## config.mk

```make
export PLATFORM = sky130hd
export DESIGN_NAME = flog_unit
export DESIGN_NICKNAME = d
export VERILOG_FILES = /design/src/rtl/flog_pkg.sv /design/src/rtl/flog_bank.sv /design/src/rtl/flog_ctrl.sv /design/src/rtl/flog_unit.sv
export SDC_FILE = /design/constraint.sdc
export NUM_CORES = 1
export LEC_CHECK = 0
export CAP_MARGIN = 20
export CORE_UTILIZATION = 55
export CTS_BUF_LIST = sky130_fd_sc_hd__clkbuf_4 sky130_fd_sc_hd__clkbuf_8 sky130_fd_sc_hd__clkbuf_16
export DETAILED_ROUTE_END_ITERATION = 12
export HOLD_SLACK_MARGIN = 0.15
export PLACE_DENSITY = 0.84
export SLEW_MARGIN = 20
export SYNTH_ARGS = -nofsm -noshare
export SYNTH_HDL_FRONTEND = slang
export SYNTH_HIERARCHICAL = 1
export SYNTH_SLANG_ARGS = --single-unit
```

## constraint.sdc

```tcl
create_clock -name clk -period 39.7 [get_ports clk]
set_clock_uncertainty 0.15 [all_clocks]
set_input_delay 3.97 -clock clk [delete_from_list [all_inputs] [get_ports clk]]
set_output_delay 3.97 -clock clk [all_outputs]
set_load 0.05 [all_outputs]
```

## src/rtl/flog_pkg.sv

```systemverilog
package flog_pkg;
  typedef logic [63:0] qword_t;

  // next ring position, wrapping at n
  function automatic int unsigned ring_next(int unsigned p, int unsigned n);
    return (p + 1 >= n) ? 0 : p + 1;
  endfunction

  // slot number carried by a byte address into the ring
  function automatic int unsigned addr_slot(int unsigned a);
    return a >> 4;
  endfunction
endpackage

```

## src/rtl/flog_bank.sv

```systemverilog
module flog_bank #(
  parameter int NREC  = 4,
  parameter int SID_W = 16,
  parameter int IW    = 2,
  parameter int AW    = 6
) (
  input  logic                  clk,
  input  logic                  rst_n,
  input  logic                  wr_en,
  input  logic [IW-1:0]         wr_slot,
  input  logic [63:0]           wr_lo,
  input  logic [63:0]           wr_hi,
  input  logic [SID_W-1:0]      wr_sid,
  input  logic                  set_en,
  input  logic [IW-1:0]         set_slot,
  input  logic                  clr_en,
  input  logic [IW-1:0]         clr_slot,
  input  logic [AW-1:0]         rd_addr,
  output logic [63:0]           rd_data,
  output logic [NREC-1:0]       f_vec,
  output logic [NREC*SID_W-1:0] sid_flat
);
  import flog_pkg::*;

  qword_t           lo_q  [NREC];
  qword_t           hi_q  [NREC];
  logic [SID_W-1:0] sid_q [NREC];

  for (genvar i = 0; i < NREC; i++) begin : g_slot
    always_ff @(posedge clk) begin
      if (!rst_n) begin
        lo_q[i]  <= '0;
        hi_q[i]  <= '0;
        sid_q[i] <= '0;
        f_vec[i] <= 1'b0;
      end else begin
        if (wr_en && wr_slot == IW'(i)) begin
          lo_q[i]  <= wr_lo;
          hi_q[i]  <= wr_hi;
          sid_q[i] <= wr_sid;
        end
        if (set_en && set_slot == IW'(i))      f_vec[i] <= 1'b1;
        else if (clr_en && clr_slot == IW'(i)) f_vec[i] <= 1'b0;
      end
    end
    assign sid_flat[i*SID_W +: SID_W] = sid_q[i];
  end

  always_comb begin
    int unsigned s;
    s = addr_slot(int'(rd_addr));
    rd_data = '0;
    for (int i = 0; i < NREC; i++) begin
      if (s == i) rd_data = rd_addr[3] ? {f_vec[i], hi_q[i][62:0]} : lo_q[i];
    end
  end

  // the flag is raised on the cycle after the data was written into that slot
  p_flag_after_data_r3: assert property (@(posedge clk) disable iff (!rst_n)
    set_en |-> ($past(wr_en) && $past(wr_slot) == set_slot));
  // a clear with no raise on the same slot drops the flag
  p_clear_drops_flag_r9: assert property (@(posedge clk) disable iff (!rst_n)
    (clr_en && !(set_en && set_slot == clr_slot)) |=> !f_vec[$past(clr_slot)]);
endmodule

```

## src/rtl/flog_ctrl.sv

```systemverilog
module flog_ctrl #(
  parameter int NREC     = 4,
  parameter int SID_W    = 16,
  parameter int IW       = 2,
  parameter bit COLLAPSE = 1'b1
) (
  input  logic                  clk,
  input  logic                  rst_n,
  input  logic                  flt_valid,
  input  logic [SID_W-1:0]      flt_sid,
  input  logic                  clr_en,
  input  logic [IW-1:0]         clr_slot,
  input  logic                  ovf_clr,
  input  logic [NREC-1:0]       f_vec,
  input  logic [NREC*SID_W-1:0] sid_flat,
  output logic                  wr_en,
  output logic [IW-1:0]         wr_slot,
  output logic                  set_en,
  output logic [IW-1:0]         set_slot,
  output logic                  pend,
  output logic [IW-1:0]         pend_idx,
  output logic                  ovf,
  output logic                  evt
);
  import flog_pkg::*;

  logic [IW-1:0]    wr_ptr;
  logic             cm_v;
  logic [IW-1:0]    cm_slot;
  logic [SID_W-1:0] cm_sid;

  // named decision events
  logic [NREC-1:0] sid_hit;
  logic            col_hit;
  logic            full_hit;
  logic            ovf_set;
  logic [NREC-1:0] f_after;
  logic            pend_n;

  for (genvar i = 0; i < NREC; i++) begin : g_match
    assign sid_hit[i] = f_vec[i] && (sid_flat[i*SID_W +: SID_W] == flt_sid);
  end

  assign col_hit  = COLLAPSE && ((|sid_hit) || (cm_v && cm_sid == flt_sid));
  assign full_hit = f_vec[wr_ptr];
  assign wr_en    = flt_valid && !ovf && !col_hit && !full_hit;
  assign ovf_set  = flt_valid && !ovf && !col_hit && full_hit;
  assign wr_slot  = wr_ptr;
  assign set_en   = cm_v;
  assign set_slot = cm_slot;

  always_comb begin
    f_after = f_vec;
    if (clr_en) f_after[clr_slot] = 1'b0;
    if (cm_v)   f_after[cm_slot] = 1'b1;
  end
  assign pend_n = pend ? (|f_after) : cm_v;

  always_ff @(posedge clk) begin
    if (!rst_n) begin
      wr_ptr   <= '0;
      cm_v     <= 1'b0;
      cm_slot  <= '0;
      cm_sid   <= '0;
      pend     <= 1'b0;
      pend_idx <= '0;
      ovf      <= 1'b0;
      evt      <= 1'b0;
    end else begin
      cm_v <= wr_en;
      if (wr_en) begin
        cm_slot <= wr_ptr;
        cm_sid  <= flt_sid;
        wr_ptr  <= IW'(ring_next(int'(wr_ptr), NREC));
      end
      if (ovf_set)      ovf <= 1'b1;
      else if (ovf_clr) ovf <= 1'b0;
      if (!pend && cm_v) pend_idx <= cm_slot;
      pend <= pend_n;
      evt  <= pend_n && !pend;
    end
  end

  // nothing is written while overflow is set
  p_no_write_on_ovf_r5: assert property (@(posedge clk) disable iff (!rst_n)
    (flt_valid && ovf) |=> $stable(wr_ptr));
  // a report that hits an occupied slot leaves overflow set
  p_full_sets_ovf_r6: assert property (@(posedge clk) disable iff (!rst_n)
    ovf_set |=> ovf);
  // the pointer moves by one ring step per accepted fault
  p_ptr_step_r4: assert property (@(posedge clk) disable iff (!rst_n)
    wr_en |=> wr_ptr == IW'(ring_next(int'($past(wr_ptr)), NREC)));
  // a collapsed report touches neither pointer nor overflow
  p_collapse_quiet_r7: assert property (@(posedge clk) disable iff (!rst_n)
    (flt_valid && !ovf && col_hit && !ovf_clr) |=> ($stable(wr_ptr) && $stable(ovf)));
  // index holds while pending stays up
  p_idx_hold_r8: assert property (@(posedge clk) disable iff (!rst_n)
    (pend && cm_v) |=> $stable(pend_idx));
  // event is a single-cycle pulse tied to pending rising
  p_evt_single_r11: assert property (@(posedge clk) disable iff (!rst_n)
    evt |=> !evt);
  p_evt_with_pend_r11: assert property (@(posedge clk) disable iff (!rst_n)
    evt |-> pend);
endmodule

```

## src/rtl/flog_unit.sv

```systemverilog
module flog_unit #(
  parameter int NREC     = 4,
  parameter int SID_W    = 16,
  parameter bit COLLAPSE = 1'b1,
  localparam int IW      = (NREC > 1) ? $clog2(NREC) : 1,
  localparam int AW      = IW + 4
) (
  input  logic             clk,
  input  logic             rst_n,
  input  logic             flt_valid,
  input  logic [SID_W-1:0] flt_sid,
  input  logic [63:0]      flt_lo,
  input  logic [63:0]      flt_hi,
  input  logic             rec_clr,
  input  logic [IW-1:0]    rec_clr_slot,
  input  logic             ovf_clr,
  input  logic [AW-1:0]    rd_addr,
  output logic [63:0]      rd_data,
  output logic             pend,
  output logic [IW-1:0]    pend_idx,
  output logic             ovf,
  output logic             fault_evt
);
  logic                  wr_en;
  logic [IW-1:0]         wr_slot;
  logic                  set_en;
  logic [IW-1:0]         set_slot;
  logic [NREC-1:0]       f_vec;
  logic [NREC*SID_W-1:0] sid_flat;

  flog_ctrl #(.NREC(NREC), .SID_W(SID_W), .IW(IW), .COLLAPSE(COLLAPSE)) u_ctrl (
    .clk(clk), .rst_n(rst_n), .flt_valid(flt_valid), .flt_sid(flt_sid),
    .clr_en(rec_clr), .clr_slot(rec_clr_slot), .ovf_clr(ovf_clr),
    .f_vec(f_vec), .sid_flat(sid_flat), .wr_en(wr_en), .wr_slot(wr_slot),
    .set_en(set_en), .set_slot(set_slot), .pend(pend), .pend_idx(pend_idx),
    .ovf(ovf), .evt(fault_evt)
  );

  flog_bank #(.NREC(NREC), .SID_W(SID_W), .IW(IW), .AW(AW)) u_bank (
    .clk(clk), .rst_n(rst_n), .wr_en(wr_en), .wr_slot(wr_slot), .wr_lo(flt_lo),
    .wr_hi(flt_hi), .wr_sid(flt_sid), .set_en(set_en), .set_slot(set_slot),
    .clr_en(rec_clr), .clr_slot(rec_clr_slot), .rd_addr(rd_addr),
    .rd_data(rd_data), .f_vec(f_vec), .sid_flat(sid_flat)
  );

  // pending never rises without the event
  p_rise_has_evt_r11: assert property (@(posedge clk) disable iff (!rst_n)
    $rose(pend) |-> fault_evt);
endmodule

```

[Word-level counts from Yosys, hierarchy flattened]
Memory sizes are Yosys's and may differ from the RTL's.
Index checks and enable logic that the tools add are counted.
Operators by class
  add/sub/neg operators: 1
  $mul: 0
  divide/modulo/power cells: 0
  order comparisons: 6
  equality and inequality tests: 17
  shift operators: 0
  muxes and demuxes: 53
  bitwise gates (word level): 15
  reduce and logical (&&, ||, !) cells: 41
Operator list (count)
  $mux W64: 16
  $eq A16 B16 Y1: 5
  $mux W16: 4
  $logic_not A32 Y1: 1
  $mux W1: 27
  $logic_and A1 B1 Y1: 25
  $eq A2 B2 Y1 const B: 8
  $or A1 B1 Y1: 12
  $reduce_bool A2 Y1: 5
  $lt A2 B3 Y1 const B: 3
  $eq A2 B1 Y1 const B: 4
  $mux W4: 2
  $reduce_or A4 Y1: 2
  $logic_not A2 Y1: 3
  $and A4 B4 Y4: 1
  $demux W1 S2: 2
  $ge A2 B1 Y1 const B: 2
  $logic_not A1 Y1: 4
  $not A4 Y4: 1
  $or A4 B4 Y4: 1
  $add A2 B1 Y3 const B: 1
  $ge A3 B3 Y1 const B: 1
  $bmux W1 S2: 1
  $mux W2: 1
  $logic_or A1 B1 Y1: 1
Word-level totals
  register bits: 30
  bits in latches: 0
  bits in writable memories: 576
  bits in read-only memories: 0
  output and inout bits: 69
  logic and storage cells: 148
  memories kept: 3
Memories
  u_bank.hi_q: depth 4, width 64, rd ports 4, clocked after memory_dff 0, wr ports 4, RTL line flog_bank.sv:26  | qword_t hi_q [NREC];
  u_bank.lo_q: depth 4, width 64, rd ports 4, clocked after memory_dff 0, wr ports 4, RTL line flog_bank.sv:25  | qword_t lo_q [NREC];
  u_bank.sid_q: depth 4, width 16, rd ports 4, clocked after memory_dff 0, wr ports 4, RTL line flog_bank.sv:27  | logic [SID_W-1:0] sid_q [NREC];

[Logic depth before layout (Yosys ltp)]
Gate-level depths: netlist (run 1).
An unclocked memory read counts as a cell.
  word-level depth: 13
  mapped depth: 15
  mapped depth without buffers: 10

[By module]
The synthesis (run 1) kept the hierarchy.
Modules (own cells, without submodules)
  flog_bank: instances 1, cells an instance 1550, area each 25130.4 µm², seq. area each 17256.6 µm²
  flog_ctrl: instances 1, cells an instance 247, area each 2145.8 µm², seq. area each 520.5 µm²

[Least setup slack after synthesis (run 1)]
Ideal clock, no wire load.
  path kind: input -> register
  start point: in flt_sid[11]
  end point: mem u_bank/hi_q[0][0] (netlist bit), enable pin
  setup time: 0.843 ns
  data arrival time: 15.315 ns
  slack: 23.392 ns
  stages on the path: 12
  buffers on the path: 3
  path through: buf_4 xnor2_1 nand3_1 nor4_1 a311o_1 nor3_2 nand2b_1 buf_6 buf_12 inv_2 nand2b_1 o21ai_0
RTL lines
  start, declared: RTL line flog_unit.sv:11  | input logic [SID_W-1:0] flt_sid,
  end, declared: RTL line flog_bank.sv:26

[Final worst setup path (run 1)]
  start point: in rd_addr[4]
  end point: out rd_data[63]
Between the ends
  word-level cells in the longest chain between the ends: 5
  elaborated cells on any way between the ends: 8
  classes of those cells: 3 x eq/ne; 4 x mux; 1 x reduce/logical
Ends and longest elaborated chain
  start, declared: RTL line flog_unit.sv:17  | input logic [AW-1:0] rd_addr,
  $logic_not A32 Y1: RTL line flog_bank.sv:54  | if (s == i) rd_data = rd_addr[3] ? {f_vec[i], hi_q[i][62:0]} : lo_q[i];
  $mux W64 (3 in a row): RTL line flog_bank.sv:54
  $mux W64 (*): RTL line flog_bank.sv:54
  end, declared: RTL line flog_unit.sv:18  | output logic [63:0] rd_data,
Mark *: on every way between the ends. The rest lies on a longest branch, timed or not.

==> summary.md, run 1 <==
| Metric | Value |
|---|---|
| Worst-skew pair later-pin latency | `around 0.6 ns` |
| Iter 0 DRT Violations | `roughly 1100` |
| Pwr Density | `approximately 47 nW/um2` |
| CTS max path bufs | `3` |
| Slew headroom | `between 30% and 40%` |
| Leak | `11.91 nW` |
| Max-cap violations | `0` |
| Post-synthesis net count | `about 2000` |
| Unrepaired setup endpoints after global routing | `false` |
| TritonRoute pass-1 iters | `5` |
| Num CTS Buffers | `59` |
| Register area share after synthesis | `around 65%` |
| CTS sink count | `602` |
| CTS HTree Levels | `2` |
| Worst hold start | `u_ctrl/cm_sid[0]` |
| Crit path cell chain | `buf_6 > buf_4 > mux4_2 > mux2_2 > clkdlybuf4s50_1` |
| Fmax | `0.08827 GHz` |
| Clock root cell | `clkbuf_16` |
| Placer Congestion | `0.7524` |
| Post-synthesis adder-cell area fraction | `less than 1%` |
| Area growth from synthesis to layout | `16.86%` |
| Die Height | `224.7 um` |
| Final ANT Viol Nets | `0` |
| Commonest register cell after synthesis | `edfxtp_1` |
| Vias per inst | `around 5.6` |
| Die area | `50490 um2` |
| Largest stage delay, worst path | `between 0.8 and 0.9 ns` |
| Synth cell types | `40` |
| Hold depth | `2` |
| Worst-margin pin slew | `1.024 ns` |
| Number of synthesis warnings | `6` |
| EDFF count, synth | `572` |
| Post-CTS setup buffers | `0` |
| Share of layout cells above drive strength 1 | `between 10% and 20%` |
| Detailed-route via count | `between 15000 and 20000` |
| Core area | `48950 um2` |
| Routed len/inst | `about 21 um` |
| # setup viols final | `0` |
| Critical Path Slowest Stage Cell | `buf_4` |
| Initial Util | `55.72%` |
| DRT Wirelength | `around 58000 um` |
| Max FO, Critical Path | `79` |
| Setup crit start kind | `primary input` |
| Main combinational cell family by area after synthesis | `simple AND/OR/NAND/NOR gates` |
| Compound-Gate Fraction of Synth Area | `0.5138%` |
| Pin count of the biggest net entering global routing | `approximately 140` |
| Synth Instances | `1797` |
| Setup TNS | `0 ns` |
| Dpl ws | `28.25 ns` |
| Simple-gate share of the synthesized area | `16.45%` |
| First-pass GRT wire length | `89060 um` |
| Min Hold Slack | `approximately 0.33 ns` |
| Multiplexer area fraction after synthesis | `roughly an eighth` |
| CTS Hold Buffers Added | `0` |
| TritonCTS clock tree | `yes` |
| Die width | `approximately 220 um` |
| Cell family with most CP delay | `buffers and inverters` |
| Status | `complete, no violations` |
| Xor/xnor share of the synthesized area | `~2.6%` |
| CTS resizes | `0` |
| Antenna violations before repair | `10` |
| Reg2reg setup slack | `approximately 36 ns` |
| PortBufs | `221` |
| Seq cells post-synth | `about 600` |
| Bufs and invs on worst path | `3` |
| Final Worst Setup Slack | `approximately 28 ns` |
| Avg Inst Size Synth | `approximately 15 um2` |
| Reg2Reg Depth | `11` |
| Reg clk slew, reported paths | `0.06 ns` |
| Fin nets | `2135` |
| Final core area utilization | `~65%` |
| Total track usage | `about a quarter` |
| DRC | `0` |
| Max rail drop VDD | `around 0.000040 V` |
| RR Endpoint | `u_bank/lo_q[1][13]` |
| Ports | `226` |
| Type of the tightest min-delay check | `register to register` |
| Share of synthesized flip-flops with an asynchronous set or reset | `0%` |
| Crit path DAT | `just over 7 ns` |
| Post-Syn Area | `around 27000 um2` |
| Setup crit end kind | `output pin` |
| Critical Path RT | `35.58 ns` |
| Hpwl dp | `about 32000 um` |
| Final worst-path cycle share | `between 20% and 30%` |
| Remaining global-route overflow | `0` |
| Fin. Hold Viols | `0` |
| Vias in the first global route | `approximately 16000` |
| Min cycle time layout | `11.33 ns` |
| WS Path Type | `primary input to output pin` |
| Worst reg2reg startpoint | `u_bank/sid_q[3][10]` |
| Worst Hold Endpoint | `u_ctrl/cm_sid[0]` |
| Rows | `81` |
| Max Transition Viols Final | `0` |
synth_stat cells, drive strengths merged (7+ instances only):
cell    number  area [um2]
and2       572        3578
edfxtp     572       17180
nand2      157       589.3
mux4       127        2860
clkbuf      68       255.2
xor2        60       525.5
buf         56       439.2
dfxtp       30       600.6
mux2        26       330.3
mux2i       25       250.2
xnor2       20       175.2
nor4        13       81.33
nor2        11       46.29
o21ai        9       45.04
nand4        7       43.79
worst max path at each step:
stage | start | to | slack [ns] | depth (start not counted)
2_1_floorplan | flt_sid[11] | u_bank/hi_q[0][0] | 23.39 | 12
3_3_place_gp | rd_addr[4] | rd_data[63] | 28.25 | 5
3_5_place_dp | rd_addr[4] | rd_data[63] | 28.25 | 5
4_1_cts | rd_addr[4] | rd_data[63] | 28.27 | 5
5_1_grt | rd_addr[4] | rd_data[63] | 28.18 | 5
6_report | rd_addr[4] | rd_data[63] | 28.37 | 5
cell type report:
type                       instances  area, um2
sequential                       602      17780
fill                            3363      17080
multi-input combinational       1065       8852
timing repair buffer             243       2434
clock buffer                      76       1675
tap                              664      830.8
clock inverter                    31      274.0
inverter                           6      22.52
antenna                            4      10.01
worst register-to-register path, delay by kind of cell (launching register included):
family | cells | cell delay (ns)
flip-flops | 1 | 0.37
buffers and inverters | 3 | 1.07
AO/OA/AOI/OAI | 2 | 0.91
AND/OR/NAND/NOR | 5 | 0.77
XOR/XNOR | 1 | 0.13
registers in the layout (all words and copies together) (netlist names):
signal           cells
u_bank/lo_q        256
u_bank/sid_q        64
u_bank/hi_q        252
u_ctrl/pend_idx      2
u_ctrl/evt           1
u_ctrl/pend          1
u_ctrl/set_en        1
u_bank/f_vec         4
u_ctrl/set_slot      2
u_ctrl/ovf           1
u_ctrl/wr_slot       2
u_ctrl/cm_sid       16
cells by family (layout without fill, tap and decap cells):
logic type	after synthesis	in the layout
AOI/OAI and AO/OA	23	23
muxes	178	178
and+or+nand+nor	783	783
buffers and inverters	130	356
adders and majority gates	1	1
other	0	4
DFF	602	602
xor gates and xnor gates	80	80
per-layer routing:
metal  share of wire (%)  vias to the layer above  track usage [%]
met3                 7.0                      125            5.003
met4                 3.3                       12            9.129
met2                  50                      470            40.53
met1                  39                     7621            28.81
met5                0.14                        -                0
li1                    -                     6820                -
stage by stage:
| step | power [mW] | instance area, um2 | std cells |
|---|---|---|---|
| global route | 1.555 | 31870 | 2690 |
| global placement | 0.9532 | 29860 | 2578 |
| detailed placement | 0.9617 | 29860 | 2578 |
| CTS | 1.519 | 31810 | 2685 |
| finish | 1.507 | 31880 | 2691 |
| floorplan | 0.9109 | 27280 | 1797 |
power breakdown:
group	internal [mW]	switching [mW]	total, mW
clock network	0.328	0.231	0.559
registers	0.749	0.0144	0.764
logic	0.0757	0.109	0.185
total	1.15	0.354	1.51
placed cells by master (no fill, tap or decap), types with 4 or more instances in the layout:
master           instances
clkbuf_4                11
xor2_1                  60
bufinv_16                5
nor4_1                  13
clkinv_1                13
buf_4                   19
nand2b_1                 6
and2_1                 572
nor3_1                   4
mux2_4                  10
o21ai_0                  5
edfxtp_1               572
mux2_2                  16
nor2_1                   7
inv_1                    4
nand2_1                157
dfxtp_1                 30
clkdlybuf4s50_1        218
o21ai_4                  4
xnor2_1                 20
diode_2                  4
clkinv_2                10
a21oi_1                  5
nand4_1                  7
clkbuf_16               62
mux2i_1                 25
mux4_2                 127
nor2_4                   4
(Power assumes the default switching activity.)
==> inputs of run 2 (changes only) <==
- clock period: 39.7 -> 10.74 ns (I/O delays scaled with it)
==> run 2 against run 1 <==
  * Core utilization grew 0.10 points
  * Via count is essentially flat
  * Clock power rose to 3.8 times the previous value
  * Register-to-register slack got worse by 29 ns
  * Cell count stayed put
  * Wire length grew 1.5%
  * Non-clock buffer count down 3
  * Critical path type unchanged
  * Largest cell class unchanged
  * Highest routed layer unchanged
==> summary.md, run 2 (synthesized netlist as in run 1, its figures left out) <==
| Metric | Value |
|---|---|
| TritonCTS clock tree | `yes (unchanged)` |
| Type of the tightest min-delay check | `register to register (unchanged)` |
| Number of flip-flops in the largest register | `256 (unchanged)` |
| Final Worst Setup Slack | `5.137 ns (was 28.37 ns)` |
| Unrepaired setup endpoints after global routing | `false (unchanged)` |
| Most frequent cells in the layout | `572 x and2_1, 572 x edfxtp_1, 218 x clkdlybuf4s50_1 (unchanged)` |
| Post-CTS setup buffers | `0 (unchanged)` |
| Hpwl dp | `32090 um (was 31950 um)` |
| Fmax | `around 0.18 GHz` |
| Max FO, Critical Path | `79 (unchanged)` |
| CTS sink count | `602 (unchanged)` |
| Remaining global-route overflow | `0 (unchanged)` |
| Rows | `81 (unchanged)` |
| Critical Path Slowest Stage Cell | `buf_4 (unchanged)` |
| First-pass GRT wire length | `90190 um (was 89060 um)` |
| Final ANT Viol Nets | `0 (unchanged)` |
| Ports | `226 (unchanged)` |
| # setup viols final | `0 (unchanged)` |
| Non-Filler Instances | `2691 (unchanged)` |
| DRC | `0 (unchanged)` |
| Max rail drop VDD | `0.0001315 V (was 0.00004047 V)` |
| Dpl ws | `5.049 ns (was 28.25 ns)` |
| Placer Congestion | `0.7412 (was 0.7524)` |
| TritonRoute pass-1 iters | `5 (unchanged)` |
| Status | `complete, no violations (unchanged)` |
| Final core area utilization | `65.22% (was 65.12%)` |
| Detailed-route via count | `15040 (was 15050)` |
| Crit path cell chain | `buf_6 > buf_4 > mux4_2 > mux2_2 > clkdlybuf4s50_1 (unchanged)` |
| Setup crit end kind | `output pin (unchanged)` |
| Cell family with most CP delay | `buffers and inverters (unchanged)` |
| CTS Hold Buffers Added | `0 (unchanged)` |
| Largest stage delay, worst path | `0.85 ns (was 0.81 ns)` |
| CTS resizes | `0 (unchanged)` |
| Biggest register | `u_bank/lo_q (unchanged)` |
| Min cycle time layout | `between 5 and 6 ns` |
| Fin. Hold Viols | `0 (unchanged)` |
| Max-cap violations | `0 (unchanged)` |
| Critical Path RT | `9.52 ns (was 35.58 ns)` |
| Fin nets | `2133 (was 2135)` |
| Die width | `224.7 um (unchanged)` |
| Share of layout cells above drive strength 1 | `14.31% (was 14.04%)` |
| Placed Cells incl. Taps | `2576 (was 2578)` |
| Num CTS Buffers | `60 (was 59)` |
| Clock root cell | `clkbuf_16 (unchanged)` |
| Final worst-path cycle share | `about 52%` |
| Total track usage | `23.74% (was 23.42%)` |
| PortBufs | `221 (unchanged)` |
| Largest registers | `u_bank/lo_q (256), u_bank/hi_q (252), u_bank/sid_q (64) (unchanged)` |
| Leak | `11.93 nW (was 11.91 nW)` |
| Die area | `50490 um2 (unchanged)` |
| Routed len/inst | `21.81 um (was 21.49 um)` |
| Vias per inst | `5.590 (was 5.592)` |
| Reg clk slew, reported paths | `0.06 ns (about the same)` |
| Max Transition Viols Final | `0 (unchanged)` |
| Initial Util | `55.72% (unchanged)` |
| Die Height | `224.7 um (unchanged)` |
| Area growth from synthesis to layout | `17.04% (was 16.86%)` |
| Worst-margin pin slew | `1.105 ns (was 1.024 ns)` |
| Worst-skew pair later-pin latency | `0.61 ns (was 0.60 ns)` |
| Iter 0 DRT Violations | `1115 (was 1085)` |
| DRT Wirelength | `58690 um (was 57840 um)` |
| Vias in the first global route | `16080 (was 15960)` |
| Antenna violations before repair | `5 (was 10)` |
| Pin count of the biggest net entering global routing | `135 (unchanged)` |
| Pwr Density | `176.7 nW/um2 (was 47.29 nW/um2)` |
| Setup crit start kind | `primary input (unchanged)` |
| WS Path Type | `primary input to output pin (unchanged)` |
| Slew headroom | `26.33% (was 31.73%)` |
| CTS HTree Levels | `2 (unchanged)` |
| CTS max path bufs | `3 (unchanged)` |
| Core area | `48950 um2 (unchanged)` |
| Crit path DAT | `4.38 ns (was 7.21 ns)` |
| Bufs and invs on worst path | `3 (unchanged)` |
-- run 2: changes by cell type in the layout (fill, tap and decap cells not counted), sizes merged --
cell,previous run,this run
buf,25,22
bufinv,5,6
clkbuf,76,77
clkinv,25,23
clkinvlp,1,4
diode,4,1
inv,6,9
-- run 2: worst register-to-register path: stages (launching register included) --
cell      delay [ns]
edfxtp_1        0.38
xnor2_1         0.15
nand3_1         0.17
nor4_1          0.07
a311o_1         0.36
nor3_2          0.16
nand2b_1        0.12
inv_2           0.07
nand2_1         0.22
nor2_4          0.90
buf_4           0.94
and2_1          0.30
-- run 2: area by class of cell --
type	instances	area, um2
well taps	664	830.8
fillers	3363	17030
flip-flops and latches	602	17780
clock inverters	36	352.8
clock buffers	77	1683
repair buffers	240	2404
inverters	6	22.52
multi-input cells	1065	8852
diodes	1	2.502
-- run 2: power breakdown --
part           total, mW  switching [mW]  leakage (nW)  internal (mW)
combinational      0.683           0.403          4.68          0.280
sequential          2.83          0.0552          6.23           2.77
clock               2.13           0.881          1.01           1.25
-- run 2: metal layers --
layer | vias up | track usage, % | share of wire (%)
li1 | 6815 | - | -
met1 | 7653 | 28.98 | 39
met2 | 465 | 41.90 | 52
met3 | 103 | 5.134 | 6.8
met4 | 8 | 7.922 | 2.5
met5 | - | 0 | 0.082
-- run 2: final timing paths --
path / end / cells past startpoint / slack, ns / start
worst min-delay path: u_ctrl/cm_sid[15] / 2 / 0.33 / u_ctrl/cm_sid[15]
worst max-delay path: rd_data[63] / 5 / 5.14 / rd_addr[4]
worst max register to register: u_bank/lo_q[3][34] / 11 / 6.60 / u_bank/sid_q[3][6]
worst min register to register: u_ctrl/cm_sid[15] / 2 / 0.33 / u_ctrl/cm_sid[15]
-- run 2: metrics by stage --
step	TNS [ns]	hold slack (ns)	cell area [um2]	total power, mW
after floorplan	-1527.76	0.2997	27280	3.367
after global placement	0	0.3066	29850	3.525
after detailed placement	0	0.3157	29850	3.557
after CTS	0	0.3239	31890	5.681
after global routing	0	0.3432	31920	5.821
final	0	0.3256	31920	5.642
==> inputs of run 3 (changes only) <==
- CORE_UTILIZATION: 55 -> 53
- PLACE_DENSITY: 0.84 -> 0.85
- clock period: 10.74 -> 4.85 ns (I/O delays scaled with it)
==> run 3 against run 2 <==
  * Worst setup slack got worse by 4.1 ns
  * Critical path type is now primary input to register
  * Critical endpoint is now u_bank/hi_q[0][31]
  * Die area rose by 3.7%
  * Clock power rose by 120%
  * Core utilization fell by 1.8 points
  * Highest routed layer unchanged
  * Combinational power rose by 120%
  * Sequential share of layout area fell by 0.19 points
  * Global-route usage fell by 1.4 points
  * Hold slack improved by 0.0040 ns
  * Cell count rose by 0.63%
  * Design area rose by 0.34%
  * Wire length fell by 2.1%
==> summary.md, run 3 (synthesized netlist as in run 1, its figures left out) <==
| Metric | Value |
|---|---|
| Total track usage | `22.34% (was 23.74%)` |
| Met2 routed WL | `29370 um (was 30430 um)` |
| WS Path Type | `primary input to register (was primary input to output pin)` |
| Sequential power share | `50.5% (was 50.1%)` |
| Pwr Density | `386.6 nW/um2 (was 176.7 nW/um2)` |
| Num CTS Buffers | `61 (was 60)` |
| TritonCTS clock tree | `yes (unchanged)` |
| DRC | `0 (unchanged)` |
| Critical Path Slowest Stage Cell | `clkdlybuf4s50_1 (was buf_4)` |
| Largest stage delay, worst path | `0.67 ns (was 0.85 ns)` |
| Reg2Reg Depth | `11 (unchanged)` |
| Crit path DAT | `3.99 ns (was 4.38 ns)` |
| Critical path depth | `12 (was 5)` |
| CTS sink count | `602 (unchanged)` |
| Worst-skew pair later-pin latency | `0.61 ns (about the same)` |
| Pin count of the biggest net entering global routing | `119 (was 135)` |
| Iter 0 DRT Violations | `1096 (was 1115)` |
| PortBufs | `221 (unchanged)` |
| TritonRoute pass-1 iters | `6 (was 5)` |
| Met3 WL | `4087 um (was 4019 um)` |
| Detailed-route via count | `14970 (was 15040)` |
| Non-Filler Instances | `2708 (was 2691)` |
| CTS resizes | `0 (unchanged)` |
| Top layer in use | `met5 (unchanged)` |
| Switching Fraction | `23.43% (was 23.74%)` |
| Max FO, Critical Path | `81 (was 79)` |
| Crit path top cell by count | `nand2b_1` |
| Min cycle time layout | `~3.8 ns` |
| Setup crit start kind | `primary input (unchanged)` |
| Rows | `82 (was 81)` |
| Total power | `12.38 mW (was 5.642 mW)` |
| Max rail drop VDD | `0.0003408 V (was 0.0001315 V)` |
| # setup viols final | `0 (unchanged)` |
| Crit path cell chain | `clkdlybuf4s50_1 > xor2_1 > nor4_1 > nand4_1 > o22ai_1 > nor3_2 > nand2b_1 > inv_2 > nand2b_1 > nor2_4 > buf_4 > and2_1 (was buf_6 > buf_4 > mux4_2 > mux2_2 > clkdlybuf4s50_1)` |
| Fmax | `between 0.2 and 0.3 GHz` |
| First-pass GRT wire length | `89640 um (was 90190 um)` |
| Antenna violations before repair | `8 (was 5)` |
| DRT Wirelength | `57450 um (was 58690 um)` |
| Reg clk slew, reported paths | `0.06 ns (about the same)` |
| Gate power share | `12.3% (was 12.1%)` |
| Placer Congestion | `0.7810 (was 0.7412)` |
| Number of flip-flops in the largest register | `256 (unchanged)` |
| CTS max path bufs | `3 (unchanged)` |
| Placed Cells incl. Taps | `2592 (was 2576)` |
| Clock power frac | `37.2% (was 37.8%)` |
| Largest registers | `u_bank/lo_q (256), u_bank/hi_q (252), u_bank/sid_q (64) (unchanged)` |
| CTS Hold Buffers Added | `0 (unchanged)` |
| Die width | `228.9 um (was 224.7 um)` |
| Bufs and invs on worst path | `3 (unchanged)` |
| Pint | `9.483 mW (was 4.303 mW)` |
| Finished Cell Area | `32030 um2 (was 31920 um2)` |
| Status | `complete, no violations (unchanged)` |
| Setup TNS | `0 ns (unchanged)` |
| Worst-margin pin slew | `1.062 ns (was 1.105 ns)` |
| Setup crit end kind | `register (was output pin)` |
| Placed inst area | `30030 um2 (was 29850 um2)` |
| Initial Util | `54.04% (was 55.72%)` |
| Leak | `11.99 nW (was 11.93 nW)` |
| Net switching power | `2.902 mW (was 1.339 mW)` |
| Routed len/inst | `21.21 um (was 21.81 um)` |
| Core area | `50480 um2 (was 48950 um2)` |
| Die Height | `228.9 um (was 224.7 um)` |
| Post-CTS setup buffers | `0 (unchanged)` |
| Wl on met1 | `22770 um (was 22710 um)` |
| Max-cap violations | `0 (unchanged)` |
| Unrepaired setup endpoints after global routing | `false (unchanged)` |
| Remaining global-route overflow | `0 (unchanged)` |
| Vias per inst | `5.530 (was 5.590)` |
| Vias in the first global route | `15880 (was 16080)` |
| Area growth from synthesis to layout | `17.44% (was 17.04%)` |
| Clock root cell | `clkbuf_16 (unchanged)` |
| Ports | `226 (unchanged)` |
| Fin nets | `2141 (was 2133)` |
| Max Transition Viols Final | `0 (unchanged)` |
| Final worst-path cycle share | `about 80%` |
| Slew headroom | `29.20% (was 26.33%)` |
| Hpwl dp | `32210 um (was 32090 um)` |
| Type of the tightest min-delay check | `register to register (unchanged)` |
| Hold depth | `2 (unchanged)` |
| Most frequent cells in the layout | `572 x and2_1, 572 x edfxtp_1, 218 x clkdlybuf4s50_1 (unchanged)` |
| Final ANT Viol Nets | `0 (unchanged)` |
| Fin. Hold Viols | `0 (unchanged)` |
| CTS HTree Levels | `2 (unchanged)` |
| Share of layout cells above drive strength 1 | `14.57% (was 14.31%)` |
| Die area | `52370 um2 (was 50490 um2)` |
| Biggest register | `u_bank/lo_q (unchanged)` |
| Critical Path RT | `5.06 ns (was 9.52 ns)` |
| Cell family with most CP delay | `simple AND/OR/NAND/NOR gates (was buffers and inverters)` |
==> run 3: changes by cell type in the layout (fill, tap and decap cells not counted), sizes merged <==
cell,before,now
bufinv,6,5
inv,9,8
diode,1,4
clkinv,23,29
clkinvlp,4,0
buf,22,29
clkbuf,77,76
==> run 3: power groups by stage <==
stage	registers, mW	logic (mW)	clock network, mW
final	6.25	1.52	4.61
after detailed placement	6.36	1.52	0
after CTS	6.26	1.54	4.69
after floorplan	6.36	0.993	0
after global placement	6.32	1.50	0
after global routing	6.29	1.62	4.90
==> run 3: final timing paths <==
path | from | slack [ns] | end
setup / recovery | flt_sid[0] | 1.07 | u_bank/hi_q[0][31]
hold reg to reg | u_ctrl/cm_sid[0] | 0.33 | u_ctrl/cm_sid[0]
setup reg to reg | u_bank/sid_q[1][5] | 1.33 | u_bank/hi_q[0][31]
hold / removal | u_ctrl/cm_sid[0] | 0.33 | u_ctrl/cm_sid[0]
==> run 3: layer usage <==
metal | up-vias | global-route usage (%)
li1 | 6823 | -
met1 | 7553 | 28.23
met5 | - | 0
met3 | 88 | 4.990
met2 | 504 | 38.91
met4 | 6 | 5.938
==> run 3: layout make-up <==
| class | count | area [um2] |
|---|---|---|
| Tap cell | 672 | 840.8 |
| Fill cell | 3505 | 18450 |
| Multi-Input combinational cell | 1065 | 8852 |
| Clock inverter | 36 | 310.3 |
| Antenna cell | 4 | 10.01 |
| Clock buffer | 76 | 1687 |
| Timing Repair Buffer | 247 | 2532 |
| Inverter | 6 | 22.52 |
| Sequential cell | 602 | 17780 |
==> run 3: worst register-to-register path, stage by stage (launching register included) <==
cell	delay [ns]
edfxtp_1	0.38
xor2_1	0.17
nor4_1	0.61
nand4_1	0.29
o22ai_1	0.28
nor3_2	0.08
nand2b_1	0.12
inv_2	0.05
nand2b_1	0.33
nor2_4	0.07
buf_4	0.39
and2_1	0.35
==> run 3: stage by stage <==
stage	hold WS [ns]	setup slack [ns]	util, %
2_1_floorplan	0.2997	-1.371	-
3_3_place_gp	0.3075	0.5710	59.48
3_5_place_dp	0.3197	0.4727	59.48
6_report	0.3296	1.069	63.46
5_1_grt	0.3451	1.002	63.46
4_1_cts	0.3279	1.096	63.44
